--- src/rtl/trace_pkg.sv ---
package trace_pkg;

    typedef enum logic [1:0] {
        KIND_JUMP = 2'b00,
        KIND_CALL = 2'b01,
        KIND_RET  = 2'b10,
        KIND_IRQ  = 2'b11
    } flow_kind_e;

endpackage

--- src/rtl/trace_classify.sv ---
module trace_classify #(
    parameter int ADDR_W = 16
) (
    input  logic              ev_valid,
    input  logic [1:0]        ev_kind,
    input  logic [ADDR_W-1:0] ev_src,
    input  logic [ADDR_W-1:0] ev_dst,
    input  logic              ev_cache,
    input  logic              halt,
    input  logic              have_last,
    input  logic [1:0]        last_kind,
    input  logic [ADDR_W-1:0] last_src,
    input  logic [ADDR_W-1:0] last_dst,
    output logic              do_write
);
    import trace_pkg::*;

    logic accept;
    logic is_jump;
    logic same_edge;
    logic fold;

    always_comb begin
        // Cache-loop passes and frozen cycles never reach the store.
        accept    = ev_valid && !ev_cache && !halt;
        is_jump   = (ev_kind == KIND_JUMP);
        // A repeated closing jump of a single-level loop matches the newest entry.
        same_edge = have_last && (last_kind == KIND_JUMP)
                    && (last_src == ev_src) && (last_dst == ev_dst);
        fold      = is_jump && same_edge;
        do_write  = accept && !fold;
    end

endmodule

--- src/rtl/trace_store.sv ---
module trace_store #(
    parameter int ADDR_W = 16,
    parameter int DEPTH  = 8
) (
    input  logic                                clk,
    input  logic                                rst_n,
    input  logic                                wr_en,
    input  logic [1:0]                          wr_kind,
    input  logic [ADDR_W-1:0]                   wr_src,
    input  logic [ADDR_W-1:0]                   wr_dst,
    output logic [DEPTH*(2*ADDR_W+2)-1:0]       slots_flat,
    output logic [$clog2(DEPTH)-1:0]            wr_ptr,
    output logic [$clog2(DEPTH+1)-1:0]          count,
    output logic                                have_last,
    output logic [1:0]                          last_kind,
    output logic [ADDR_W-1:0]                   last_src,
    output logic [ADDR_W-1:0]                   last_dst
);
    localparam int PTR_W = $clog2(DEPTH);
    localparam int CNT_W = $clog2(DEPTH + 1);

    typedef struct packed {
        logic [1:0]        kind;
        logic [ADDR_W-1:0] src;
        logic [ADDR_W-1:0] dst;
    } entry_t;

    typedef struct packed {
        entry_t [DEPTH-1:0] slots;
        logic [PTR_W-1:0]   wr;
        logic [CNT_W-1:0]   cnt;
    } state_t;

    state_t           st_d, st_q;
    entry_t           new_ent;
    entry_t           last_ent;
    logic [PTR_W-1:0] prev_d;

    always_comb begin
        st_d        = st_q;
        new_ent.kind = wr_kind;
        new_ent.src  = wr_src;
        new_ent.dst  = wr_dst;
        if (wr_en) begin
            for (int i = 0; i < DEPTH; i++) begin
                if (st_q.wr == PTR_W'(i)) begin
                    st_d.slots[i] = new_ent;
                end
            end
            st_d.wr = (st_q.wr == PTR_W'(DEPTH - 1)) ? '0 : st_q.wr + 1'b1;
            if (st_q.cnt != CNT_W'(DEPTH)) begin
                st_d.cnt = st_q.cnt + 1'b1;
            end
        end
    end

    always_ff @(posedge clk or negedge rst_n) begin
        if (!rst_n) begin
            st_q <= '0;
        end else begin
            st_q <= st_d;
        end
    end

    // Newest entry sits one slot behind the write pointer.
    always_comb begin
        prev_d   = (st_q.wr == '0) ? PTR_W'(DEPTH - 1) : st_q.wr - 1'b1;
        last_ent = '0;
        for (int i = 0; i < DEPTH; i++) begin
            if (prev_d == PTR_W'(i)) begin
                last_ent = st_q.slots[i];
            end
        end
    end

    assign slots_flat = st_q.slots;
    assign wr_ptr     = st_q.wr;
    assign count      = st_q.cnt;
    assign have_last  = (st_q.cnt != '0);
    assign last_kind  = last_ent.kind;
    assign last_src   = last_ent.src;
    assign last_dst   = last_ent.dst;

endmodule

--- src/rtl/trace_reader.sv ---
module trace_reader #(
    parameter int ADDR_W = 16,
    parameter int DEPTH  = 8
) (
    input  logic [DEPTH*(2*ADDR_W+2)-1:0] slots_flat,
    input  logic [$clog2(DEPTH)-1:0]      wr_ptr,
    input  logic [$clog2(DEPTH+1)-1:0]    count,
    input  logic [$clog2(DEPTH)-1:0]      rd_idx,
    output logic                          rd_hit,
    output logic [1:0]                    rd_kind,
    output logic [ADDR_W-1:0]             rd_src,
    output logic [ADDR_W-1:0]             rd_dst
);
    localparam int PTR_W = $clog2(DEPTH);
    localparam int CNT_W = $clog2(DEPTH + 1);
    localparam int ENT_W = 2 * ADDR_W + 2;
    localparam int SUM_W = PTR_W + 2;

    logic [SUM_W-1:0] raw_pos;
    logic [SUM_W-1:0] slot;
    logic [ENT_W-1:0] picked;

    always_comb begin
        // Position of the entry rd_idx places behind the newest one, modulo DEPTH.
        raw_pos = SUM_W'(wr_ptr) + SUM_W'(DEPTH - 1) - SUM_W'(rd_idx);
        slot    = (raw_pos >= SUM_W'(DEPTH)) ? raw_pos - SUM_W'(DEPTH) : raw_pos;
        picked  = '0;
        for (int i = 0; i < DEPTH; i++) begin
            if (slot == SUM_W'(i)) begin
                picked = slots_flat[i*ENT_W +: ENT_W];
            end
        end
        rd_hit = (CNT_W'(rd_idx) < count);
        if (!rd_hit) begin
            picked = '0;
        end
        rd_kind = picked[ENT_W-1 -: 2];
        rd_src  = picked[2*ADDR_W-1 -: ADDR_W];
        rd_dst  = picked[ADDR_W-1:0];
    end

endmodule

--- src/rtl/trace_flow_buffer.sv ---
module trace_flow_buffer #(
    parameter int ADDR_W = 16,
    parameter int DEPTH  = 8
) (
    input  logic                         clk,
    input  logic                         rst_n,
    input  logic                         ev_valid,
    input  logic [1:0]                   ev_kind,
    input  logic [ADDR_W-1:0]            ev_src,
    input  logic [ADDR_W-1:0]            ev_dst,
    input  logic                         ev_cache,
    input  logic                         halt,
    input  logic [$clog2(DEPTH)-1:0]     rd_idx,
    output logic                         rd_hit,
    output logic [1:0]                   rd_kind,
    output logic [ADDR_W-1:0]            rd_src,
    output logic [ADDR_W-1:0]            rd_dst,
    output logic [$clog2(DEPTH+1)-1:0]   fill_count
);
    localparam int PTR_W = $clog2(DEPTH);
    localparam int CNT_W = $clog2(DEPTH + 1);
    localparam int ENT_W = 2 * ADDR_W + 2;

    logic                    do_write;
    logic [DEPTH*ENT_W-1:0]  slots_flat;
    logic [PTR_W-1:0]        wr_ptr;
    logic [CNT_W-1:0]        count;
    logic                    have_last;
    logic [1:0]              last_kind;
    logic [ADDR_W-1:0]       last_src;
    logic [ADDR_W-1:0]       last_dst;

    trace_classify #(.ADDR_W(ADDR_W)) u_classify (
        .ev_valid  (ev_valid),
        .ev_kind   (ev_kind),
        .ev_src    (ev_src),
        .ev_dst    (ev_dst),
        .ev_cache  (ev_cache),
        .halt      (halt),
        .have_last (have_last),
        .last_kind (last_kind),
        .last_src  (last_src),
        .last_dst  (last_dst),
        .do_write  (do_write)
    );

    trace_store #(.ADDR_W(ADDR_W), .DEPTH(DEPTH)) u_store (
        .clk        (clk),
        .rst_n      (rst_n),
        .wr_en      (do_write),
        .wr_kind    (ev_kind),
        .wr_src     (ev_src),
        .wr_dst     (ev_dst),
        .slots_flat (slots_flat),
        .wr_ptr     (wr_ptr),
        .count      (count),
        .have_last  (have_last),
        .last_kind  (last_kind),
        .last_src   (last_src),
        .last_dst   (last_dst)
    );

    trace_reader #(.ADDR_W(ADDR_W), .DEPTH(DEPTH)) u_reader (
        .slots_flat (slots_flat),
        .wr_ptr     (wr_ptr),
        .count      (count),
        .rd_idx     (rd_idx),
        .rd_hit     (rd_hit),
        .rd_kind    (rd_kind),
        .rd_src     (rd_src),
        .rd_dst     (rd_dst)
    );

    assign fill_count = count;

endmodule

--- config.mk ---
export PLATFORM = sky130hd
export DESIGN_NAME = trace_flow_buffer
export DESIGN_NICKNAME = d
export VERILOG_FILES = /design/src/rtl/trace_pkg.sv /design/src/rtl/trace_classify.sv /design/src/rtl/trace_store.sv /design/src/rtl/trace_reader.sv /design/src/rtl/trace_flow_buffer.sv
export SDC_FILE = /design/constraint.sdc
export NUM_CORES = 1
export LEC_CHECK = 0
export CAP_MARGIN = 20
export CORE_UTILIZATION = 45
export CTS_BUF_LIST = sky130_fd_sc_hd__clkbuf_8
export CTS_CLUSTER_DIAMETER = 60
export DETAILED_ROUTE_END_ITERATION = 10
export GPL_TIMING_DRIVEN = 0
export PLACE_DENSITY_LB_ADDON = 0.2
export SYNTH_ARGS = -nofsm -noshare
export SYNTH_HDL_FRONTEND = slang
export SYNTH_SLANG_ARGS = --single-unit
--- constraint.sdc ---
create_clock -name clk -period 10.65 [get_ports clk]
set_input_delay 1.065 -clock clk [delete_from_list [all_inputs] [get_ports clk]]
set_output_delay 1.065 -clock clk [all_outputs]
set_load 0.05 [all_outputs]
==> summary.txt, run 1 <==
CTS
  • Num CTS Buffers: 51
  • H-Tree Depth: 2
  • CTS tree: yes
  • Clk_lat worst skew: 690 ps
  • Clock transition at path regs: 60 ps
  • Root buffer cell: clkbuf_8
  • CTS Buffer Depth: 3
  • Clk sinks: 279

Timing
  • Fin. Hold Viols: 0
  • RSZ-0062 raised after global routing: no
  • FMAX: 93.5 MHz
  • Slew Limit Headroom: 0.132
  • # setup viols final: 2
  • Period utilization: 1.00
  • Final WS setup: -45.8 ps
  • Min Tclk post-route: 10700 ps
  • Slew @ Worst Pin: 1300 ps
  • Skew final: 45.1 ps
  • Final number of max-transition violations: 0

Flow run
  • Max-Cap Viols: 0

Routing
  • DRT Pass-1 Iters: 6
  • Number of DRC markers in iteration 0: 2000
  • DRC viols: 0
  • Via-to-Cell Ratio: 7.04
  • DRT Wirelength: 79000 um
  • Routed via count: 15200
  • Final ANT Viol Nets: 0
  • WL/cell: 36.5 um

Finish
  • Final #Nets: 1716
  • Share of cells above drive strength 1: 0.244
  • Final cell count without fillers: 2164
  • Sequential cell area: 6980 sq um
  • Layout area overhead: 14.7%
  • Area of the multi-input gates: 8880 sq um
  • Filler Cell Count: 3336
  • Final core utilization: 0.526

Global route
  • Gr usage total: 0.418
  • First-pass GRT wire length: 111000 um
  • Largest net degree at the start of global routing: 119
  • Antenna violations before repair: 3
  • Congestion Overflow GR: 0
  • Vias in the first global route: 15000

Die
  • CORE AREA: 36600 sq um
  • Std-Cell Rows: 70
  • Starting Density: 0.458
  • I/O Pins: 81
  • Die area: 38100 sq um
  • Die width: 195 um
  • Die height: 195 um

Placement
  • HPWL after detailed placement: 54600 um
  • Placed insts: 2072
  • Port bufs: 67
  • GP Congestion: 1.03

Worst setup path
  • Setup slack, reg-to-reg: 1470 ps
  • Critical path class: flop to output port
  • FF-to-FF path depth: 18
  • Worst Path Arrival: 9630 ps
  • Critical path capture point type: output port
  • Worst-path fanout max: 10
  • Critical R2R Launch: u_store.wr_ptr[0]
  • Worst r2r dst: u_store.slots_flat[85]
  • WP data required: 9590 ps
  • Critical path startpoint category: flop

Synthesis
  • Synth area leader: dfrtp_1
  • Async set-reset flop share out of synthesis: 1.00
  • Yosys warning count: 0
  • Seq/Total Area, Yosys: 0.416
  • Synth area leaders: dfrtp_1 (42%), mux2_2 (12%), mux2_4 (5.4%)
  • Seq cells post-synth: 279
  • Area share of the largest cell type after synthesis: 0.416
  • Gate Count Post-Synth: 1532
  • Post-Syn Area: 16800 sq um
  • Synth unique cells: 84
  • Post-synth EDFFs: 0
  • Synthesized Nets: 1590
  • Avg Cell Area, Syn: 10.9 sq um
  • Most used DFF post-synth: dfrtp_1

Worst hold path
  • HP Class: primary input to asynchronous set/reset pin

Status
  • Failing checks: negative setup slack
  • Outcome: complete, but fails checks
critical path, stage by stage, from the launching register on:
cell and delay [ps]:
dfrtp_1 410, buf_2 340, buf_2 480, clkinv_2 480
ha_1 460, xnor2_2 550, inv_2 290, clkbuf_1 520
ha_1 530, a21oi_1 90, xnor2_1 320, inv_1 80
ha_1 330, nand2b_1 80, mux2i_1 170, nand2_1 130
or3_1 330, clkbuf_1 390, nor2b_1 240, clkbuf_1 520
clkbuf_1 760, a22oi_1 310, o41ai_1 190, clkdlybuf4s50_1 890
stage by stage:
step | worst slack, ps | cell area [sq um] | TNS (ps) | hold WS, ps
finish | -45.8 | 19200 | -86.8 | 294
global route | 13.6 | 19200 | 0 | 320
CTS | 394 | 19200 | 0 | 290
detailed placement | 256 | 18100 | 0 | 494
global placement | -3930 | 18000 | -1085920 | 488
floorplan | 3570 | 16800 | 0 | 472
sequential cells by signal, summed over array words and instances (netlist names):
signal / flops
u_store.wr_ptr: 3
u_store.count: 4
u_store.slots_flat: 272
logic make-up (layout without fill, tap and decap cells):
group | count (synthesis) | in the layout | synth area share
AOI/OAI and AO/OA | 435 | 435 | 0.185
xor gates and xnor gates | 24 | 24 | 0.0130
adders and majority gates | 16 | 16 | 0.0124
buffers and inverters | 203 | 366 | 0.0547
DFF | 279 | 279 | 0.416
muxes | 348 | 348 | 0.251
other | 0 | 1 | 0
and+or+nand+nor | 227 | 227 | 0.0679
layout by cell type (no fill, tap or decap), types with 6 or more instances in the layout:
| master | instances |
|---|---|
| a2111oi_0 | 7 |
| a211oi_1 | 18 |
| a21boi_0 | 7 |
| a21oi_1 | 42 |
| a221oi_1 | 42 |
| a22oi_1 | 49 |
| a31oi_1 | 6 |
| buf_1 | 20 |
| buf_2 | 45 |
| buf_4 | 6 |
| buf_6 | 12 |
| clkbuf_1 | 69 |
| clkbuf_8 | 69 |
| clkdlybuf4s50_1 | 66 |
| clkinv_2 | 6 |
| dfrtp_1 | 279 |
| ha_1 | 15 |
| inv_1 | 61 |
| mux2_1 | 60 |
| mux2_2 | 175 |
| mux2_4 | 60 |
| mux2i_1 | 42 |
| mux4_2 | 11 |
| nand2_1 | 49 |
| nand2b_1 | 15 |
| nand3_1 | 11 |
| nor2_1 | 82 |
| nor2b_1 | 16 |
| nor3_1 | 11 |
| nor4_1 | 6 |
| o2111ai_1 | 7 |
| o211ai_1 | 17 |
| o21ai_0 | 76 |
| o221ai_1 | 12 |
| o22ai_1 | 60 |
| o41ai_1 | 26 |
| xnor2_1 | 14 |
| xor2_1 | 9 |
cells in the mapped netlist, types with 12 or more instances:
cell,count
dfrtp_1,279
a221oi_1,42
clkbuf_1,70
a22oi_1,49
a21oi_1,42
o211ai_1,17
inv_1,49
mux2_1,60
nand2_1,49
o22ai_1,60
o221ai_1,12
xnor2_1,14
nor2b_1,16
mux2_2,175
mux2_4,60
ha_1,15
nor2_1,82
mux2i_1,42
buf_1,21
nand2b_1,15
buf_2,45
o21ai_0,76
a211oi_1,18
o41ai_1,26
final cells by class:
class / count / share of cell area
buffer: 151 / 0.0376
tap: 468 / 0.0304
multi-input combinational: 1050 / 0.462
sequential: 279 / 0.363
inverter: 51 / 0.0100
antenna: 1 / 0.000130
timing repair buffer: 74 / 0.0416
clock inverter: 21 / 0.00637
clock buffer: 69 / 0.0494
routing by layer:
metal	up-vias	share of wire	track usage
met1	7671	0.39	0.540
li1	6067	-	-
met2	1195	0.42	0.602
met3	306	0.13	0.146
met5	-	0.00043	0
met4	6	0.064	0.250
worst max-delay path by stage:
stage | startpoint | end | slack [ps] | cells after the start
after CTS | u_store.wr_ptr[0] | rd_src[13] | 390 | 23
after global placement | rst_n | u_store.slots_flat[78] | -3930 | 1
after detailed placement | u_store.wr_ptr[0] | rd_src[13] | 260 | 25
after global routing | u_store.wr_ptr[0] | rd_src[11] | 10 | 23
after floorplan | u_store.wr_ptr[0] | rd_dst[10] | 3570 | 21
final | u_store.wr_ptr[0] | rd_src[13] | -50 | 23
repair_timing:
action                     CTS  global route
hold buffers                 0             0
setup buffers                0             0
setup endpoints to repair   24             1
gates resized for setup      1             3
cloned                       0             0
Power of run 1 is left out: the tool's default activity adds up to more than one toggle a clock period on the data nets, which glitch-free logic cannot reach.
==> run 2: changes to the inputs <==
--- a/config.mk
+++ b/config.mk
@@ -6,6 +6,7 @@
 export NUM_CORES = 1
 export LEC_CHECK = 0
 export CAP_MARGIN = 20
+export CORE_MARGIN = 2
 export CORE_UTILIZATION = 45
 export CTS_BUF_LIST = sky130_fd_sc_hd__clkbuf_8
 export CTS_CLUSTER_DIAMETER = 60
==> constraint.sdc (replaced) <==
create_clock -name clk -period 13 [get_ports clk]
set_input_delay 1.3 -clock clk [delete_from_list [all_inputs] [get_ports clk]]
set_output_delay 1.3 -clock clk [all_outputs]
set_load 0.05 [all_outputs]
==> run 2 against run 1 <==
  * The flow now finishes without violations
  * Critical path depth is 2 higher
  * Clock skew is 3.7 ps lower
  * Sequential share of layout area hardly changed
  * Largest cell class unchanged
  * Critical endpoint is now rd_src[11]
==> summary.txt, run 2 (synthesis results as in run 1) <==
Status
  • Outcome: finished, final reports clean (was complete, but fails checks)

Finish
  • Final #Nets: 1714 (was 1716)
  • Most common cell after layout, fill and taps aside: dfrtp_1 (unchanged)
  • Commonest cells after routing, fill and taps aside: dfrtp_1 (279), mux2_2 (175), nor2_1 (82), o21ai_0 (76), clkbuf_1 (70) (was dfrtp_1 (279), mux2_2 (175), nor2_1 (82), o21ai_0 (76))
  • Final cell count without fillers: 2165 (was 2164)
  • Max reg flops: 272 (unchanged)
  • Share of cells above drive strength 1: 0.241 (was 0.244)
  • Layout area overhead: 14.7% (about the same)
  • Final core utilization: 0.524 (was 0.526)

Timing
  • Slew Limit Headroom: 0.130 (was 0.132)
  • RSZ-0062 raised after global routing: no (unchanged)
  • Final number of max-transition violations: 0 (unchanged)
  • Period utilization: 0.907
  • FMAX: 84.8 MHz
  • Fin. Hold Viols: 0 (unchanged)
  • # setup viols final: 0 (was 2)
  • Skew final: 41.4 ps (was 45.1 ps)
  • Setup TNS: 0 ps (was -86.8 ps)
  • Min Tclk post-route: 11800 ps
  • Slew @ Worst Pin: 1300 ps (about the same)

CTS
  • Root buffer cell: clkbuf_8 (unchanged)
  • Clk_lat worst skew: 670 ps (was 690 ps)
  • CTS tree: yes (unchanged)
  • Num CTS Buffers: 50 (was 51)
  • CTS Buffer Depth: 3 (unchanged)
  • # Post-CTS Setup Buffers: 0 (unchanged)
  • Clk sinks: 279 (unchanged)
  • Clock transition at path regs: 70 ps (was 60 ps)
  • Post-CTS Hold Fix Bufs: 0 (unchanged)
  • Post-CTS sizing: 0 (was 1)
  • H-Tree Depth: 2 (unchanged)

Global route
  • First-pass GRT wire length: 107000 um (was 111000 um)
  • Gr usage total: 0.392 (was 0.418)
  • Largest net degree at the start of global routing: 108 (was 119)
  • Congestion Overflow GR: 0 (unchanged)
  • Antenna violations before repair: 2 (was 3)
  • Vias in the first global route: 14500 (was 15000)

Routing
  • Number of DRC markers in iteration 0: 2241 (was 2000)
  • DRT Pass-1 Iters: 6 (unchanged)
  • DRC viols: 0 (unchanged)
  • WL/cell: 35.1 um (was 36.5 um)
  • DRT Wirelength: 75900 um (was 79000 um)
  • Routed via count: 15200 (about the same)
  • Final ANT Viol Nets: 0 (unchanged)
  • Via-to-Cell Ratio: 7.00 (was 7.04)

Worst setup path
  • Crit-path max cell delay: 910 ps (was 890 ps)
  • Setup slack, reg-to-reg: 3940 ps (was 1470 ps)
  • Worst r2r dst: u_store.slots_flat[243] (was u_store.slots_flat[85])
  • Critical path class: flop to output port (unchanged)
  • Worst Path Arrival: 10500 ps (was 9630 ps)
  • FF-to-FF path depth: 18 (unchanged)
  • Critical path capture point type: output port (unchanged)
  • Cell with the largest stage delay on the worst path: clkdlybuf4s50_1 (unchanged)
  • WP data required: 11700 ps (was 9590 ps)
  • Cell mode on critical path: buf_2 (was clkbuf_1)
  • Worst-path fanout max: 10 (unchanged)
  • Critical R2R Launch: u_store.wr_ptr[0] (unchanged)
  • Critical path startpoint category: flop (unchanged)

Die
  • CORE AREA: 36700 sq um (was 36600 sq um)
  • Die width: 197 um (was 195 um)
  • Std-Cell Rows: 70 (unchanged)
  • Starting Density: 0.457 (was 0.458)
  • Die area: 38800 sq um (was 38100 sq um)
  • I/O Pins: 81 (unchanged)
  • Die height: 197 um (was 195 um)

Placement
  • Port bufs: 67 (unchanged)
  • GP Congestion: 1.04 (was 1.03)
  • HPWL after detailed placement: 52300 um (was 54600 um)
  • Placed insts: 2071 (was 2072)

Worst hold path
  • Hold path depth: 1
  • HP Class: flop to flop (was primary input to asynchronous set/reset pin)
  • Hold path start: u_store.slots_flat[153]
  • Worst Hold End: u_store.slots_flat[153]

Flow run
  • Max-Cap Viols: 0 (unchanged)
-- run 2: through the flow --
stage	worst slack [ps]	hold slack, ps	area, sq um
6_report	1200	512	19200
3_3_place_gp	-1800	488	18000
2_1_floorplan	5680	472	16800
3_5_place_dp	2470	495	18100
4_1_cts	1750	512	19200
5_1_grt	1310	518	19200
-- run 2: critical path, delay by kind of cell (launching register included) --
kind / cells / cell delay (ps)
AO/OA/AOI/OAI: 4 / 770
XOR/XNOR: 1 / 210
adder cells (fa/ha/maj): 3 / 1410
buffers and inverters: 12 / 5980
flip-flops: 1 / 420
multiplexers: 1 / 190
AND/OR/NAND/NOR: 4 / 790
-- run 2: layout make-up --
type / instances / area [sq um]
repair buffers: 72 / 761
clock inverters: 28 / 234
plain buffers: 152 / 726
clock buffers: 64 / 881
flip-flops and latches: 279 / 6980
fillers: 3338 / 17500
multi-input cells: 1050 / 8880
inverters: 51 / 191
diodes: 1 / 2.50
well taps: 468 / 586
-- run 2: worst max path at each step --
| stage | depth (start not counted) | startpoint | endpoint |
|---|---|---|---|
| CTS | 25 | u_store.wr_ptr[0] | rd_dst[12] |
| global route | 25 | u_store.wr_ptr[0] | rd_src[11] |
| floorplan | 21 | u_store.wr_ptr[0] | rd_dst[10] |
| finish | 25 | u_store.wr_ptr[0] | rd_src[11] |
| detailed placement | 25 | u_store.wr_ptr[0] | rd_src[3] |
| global placement | 1 | rst_n | u_store.slots_flat[249] |
-- run 2: routing by layer --
| metal | vias to the layer above | global-route usage | routed length [um] |
|---|---|---|---|
| met2 | 1214 | 0.559 | 31300 |
| met4 | 2 | 0.208 | 4770 |
| li1 | 6079 | - | - |
| met1 | 7534 | 0.520 | 30000 |
| met5 | - | 0 | 12 |
| met3 | 322 | 0.138 | 9820 |
Power of run 2 is left out for the same reason.
==> run 3: changes to the inputs <==
--- a/config.mk
+++ b/config.mk
@@ -11,6 +11,7 @@
 export CTS_BUF_LIST = sky130_fd_sc_hd__clkbuf_8
 export CTS_CLUSTER_DIAMETER = 60
 export DETAILED_ROUTE_END_ITERATION = 10
+export DONT_BUFFER_PORTS = 1
 export GPL_TIMING_DRIVEN = 0
 export PLACE_DENSITY_LB_ADDON = 0.2
 export SYNTH_ARGS = -nofsm -noshare
==> run 3 against run 2 <==
  * Register-to-register slack worse by 60 ps
  * Final cell count down 2.2%
  * Setup slack better by 820 ps
  * Critical endpoint is now rd_dst[6]
  * Core utilization down 1.3 points
==> summary.txt, run 3 (synthesis results as in run 1) <==
Global route
  • Vias in the first global route: 14600 (was 14500)
  • Largest net degree at the start of global routing: 280 (was 108)
  • Antenna violations before repair: 0 (was 2)
  • Congestion Overflow GR: 0 (unchanged)
  • Gr usage total: 0.389 (was 0.392)
  • First-pass GRT wire length: 107000 um (about the same)

Status
  • Outcome: finished, final reports clean (unchanged)

Worst setup path
  • Worst-path fanout max: 10 (unchanged)
  • Critical path startpoint category: flop (unchanged)
  • WP data required: 11700 ps (about the same)
  • Cell mode on critical path: buf_2 (unchanged)
  • Cell with the largest stage delay on the worst path: clkbuf_1 (was clkdlybuf4s50_1)
  • Crit-path max cell delay: 920 ps (was 910 ps)
  • Critical path capture point type: output port (unchanged)
  • Worst Path Arrival: 9680 ps (was 10500 ps)
  • Critical path class: flop to output port (unchanged)
  • Worst Path Buf+Inv: 9 (was 12)
  • Top delay family on crit path: buffers and inverters (unchanged)
  • Crit path cell chain: buf_2 -> buf_2 -> clkinv_1 -> ha_1 -> buf_2 -> inv_1 -> buf_2 -> buf_1 -> ha_1 -> a21o_1 -> a21oi_1 -> xnor2_1 -> inv_1 -> ha_1 -> nor2b_1 -> o21a_1 -> o21bai_1 -> nor2_1 -> clkbuf_1 -> a221oi_1 -> nor2_1

Timing
  • Period utilization: 0.844 (was 0.907)
  • Skew final: 45.4 ps (was 41.4 ps)
  • Setup TNS: 0 ps (unchanged)
  • # setup viols final: 0 (unchanged)
  • RSZ-0062 raised after global routing: no (unchanged)
  • Slew Limit Headroom: 0.141 (was 0.130)
  • Final number of max-transition violations: 0 (unchanged)
  • Slew @ Worst Pin: 1290 ps (was 1300 ps)
  • Fin. Hold Viols: 0 (unchanged)
  • Min Tclk post-route: 10980 ps (was 11800 ps)
  • FMAX: 91.1 MHz (was 84.8 MHz)

Die
  • Die area: 38800 sq um (unchanged)
  • Die height: 197 um (unchanged)
  • I/O Pins: 81 (unchanged)
  • Std-Cell Rows: 70 (unchanged)
  • CORE AREA: 36700 sq um (unchanged)
  • Die width: 197 um (unchanged)
  • Starting Density: 0.457 (unchanged)

Routing
  • DRT Pass-1 Iters: 6 (unchanged)
  • Routed via count: 15000 (was 15200)
  • DRT Wirelength: 75000 um (was 75900 um)
  • Number of DRC markers in iteration 0: 2262 (was 2241)
  • WL/cell: 35.4 um (was 35.1 um)
  • Via-to-Cell Ratio: 7.10 (was 7.00)
  • Final ANT Viol Nets: 0 (unchanged)
  • DRC viols: 0 (unchanged)

Placement
  • Port bufs: 0 (was 67)
  • HPWL after detailed placement: 51200 um (was 52300 um)
  • GP Congestion: 1.08 (was 1.04)

CTS
  • CTS tree: yes (unchanged)
  • Post-CTS sizing: 0 (unchanged)
  • Clock transition at path regs: 60 ps (was 70 ps)
  • Root buffer cell: clkbuf_8 (unchanged)
  • # Post-CTS Setup Buffers: 0 (unchanged)
  • Clk_lat worst skew: 670 ps (about the same)
  • Clk sinks: 279 (unchanged)
  • Post-CTS Hold Fix Bufs: 0 (unchanged)
  • H-Tree Depth: 2 (unchanged)
  • CTS Buffer Depth: 3 (unchanged)
  • Num CTS Buffers: 51 (was 50)

Finish
  • Share of cells above drive strength 1: 0.275 (was 0.241)
  • Ant diodes: 0 (was 1)
  • Commonest cells after routing, fill and taps aside: dfrtp_1 (279), mux2_2 (175), nor2_1 (82), o21ai_0 (76), clkbuf_1 (70) (unchanged)
  • Final #Nets: 1672 (was 1714)
  • Layout area overhead: 11.9% (was 14.7%)
  • Max reg flops: 272 (unchanged)
  • Most common cell after layout, fill and taps aside: dfrtp_1 (unchanged)

Flow run
  • Max-Cap Viols: 0 (unchanged)

Worst hold path
  • HP Class: primary input to asynchronous set/reset pin (was flop to flop)
[run 3: cell count changes in the layout (fill, tap and decap cells not counted), moves of 2 or more]
cell,previous run,this run
o41ai_1,26,1
buf_6,11,13
clkinvlp_4,3,1
bufinv_16,4,0
clkinv_2,6,10
clkbuf_8,64,61
buf_16,2,0
o41ai_2,0,25
clkdlybuf4s50_1,66,0
buf_4,6,29
clkinv_4,0,2
[run 3: worst paths after layout]
path	depth (start not counted)	endpoint	slack [ps]	startpoint
worst max-delay path	21	rd_dst[6]	2020	u_store.wr_ptr[0]
worst min-delay path	0	u_store.slots_flat[72]	350	rst_n
worst max register to register	18	u_store.slots_flat[268]	3880	u_store.wr_ptr[0]
worst min register to register	1	u_store.slots_flat[153]	510	u_store.slots_flat[153]
max in group asynchronous	0	u_store.slots_flat[260]	12300	rst_n
min in group clk	1	u_store.slots_flat[153]	510	u_store.slots_flat[153]
[run 3: cell type report]
| cell class | count | area (sq um) |
|---|---|---|
| fillers | 3388 | 17900 |
| repair buffers | 29 | 240 |
| clock inverters | 28 | 131 |
| well taps | 468 | 586 |
| plain buffers | 152 | 726 |
| clock buffers | 61 | 840 |
| multi-input cells | 1050 | 9070 |
| flip-flops and latches | 279 | 6980 |
| inverters | 51 | 191 |
[run 3: through the flow]
| stage | instance area, sq um | worst slack [ps] | hold WS (ps) | util | cells |
|---|---|---|---|---|---|
| floorplan | 16800 | 5680 | 472 | - | 1532 |
| global placement | 17400 | 2230 | 490 | 0.473 | 2000 |
| detailed placement | 17800 | 3330 | 501 | 0.484 | 2028 |
| CTS | 18800 | 2610 | 329 | 0.511 | 2117 |
| global route | 18800 | 2120 | 332 | 0.511 | 2118 |
| finish | 18800 | 2020 | 346 | 0.511 | 2118 |
[run 3: per-layer routing]
metal,routed length (um),track usage,vias to the layer above
met4,5530,0.251,0
li1,-,-,5984
met3,10200,0.136,314
met5,0,0,-
met2,30200,0.542,1214
met1,29100,0.512,7516
Power of run 3 is left out for the same reason.
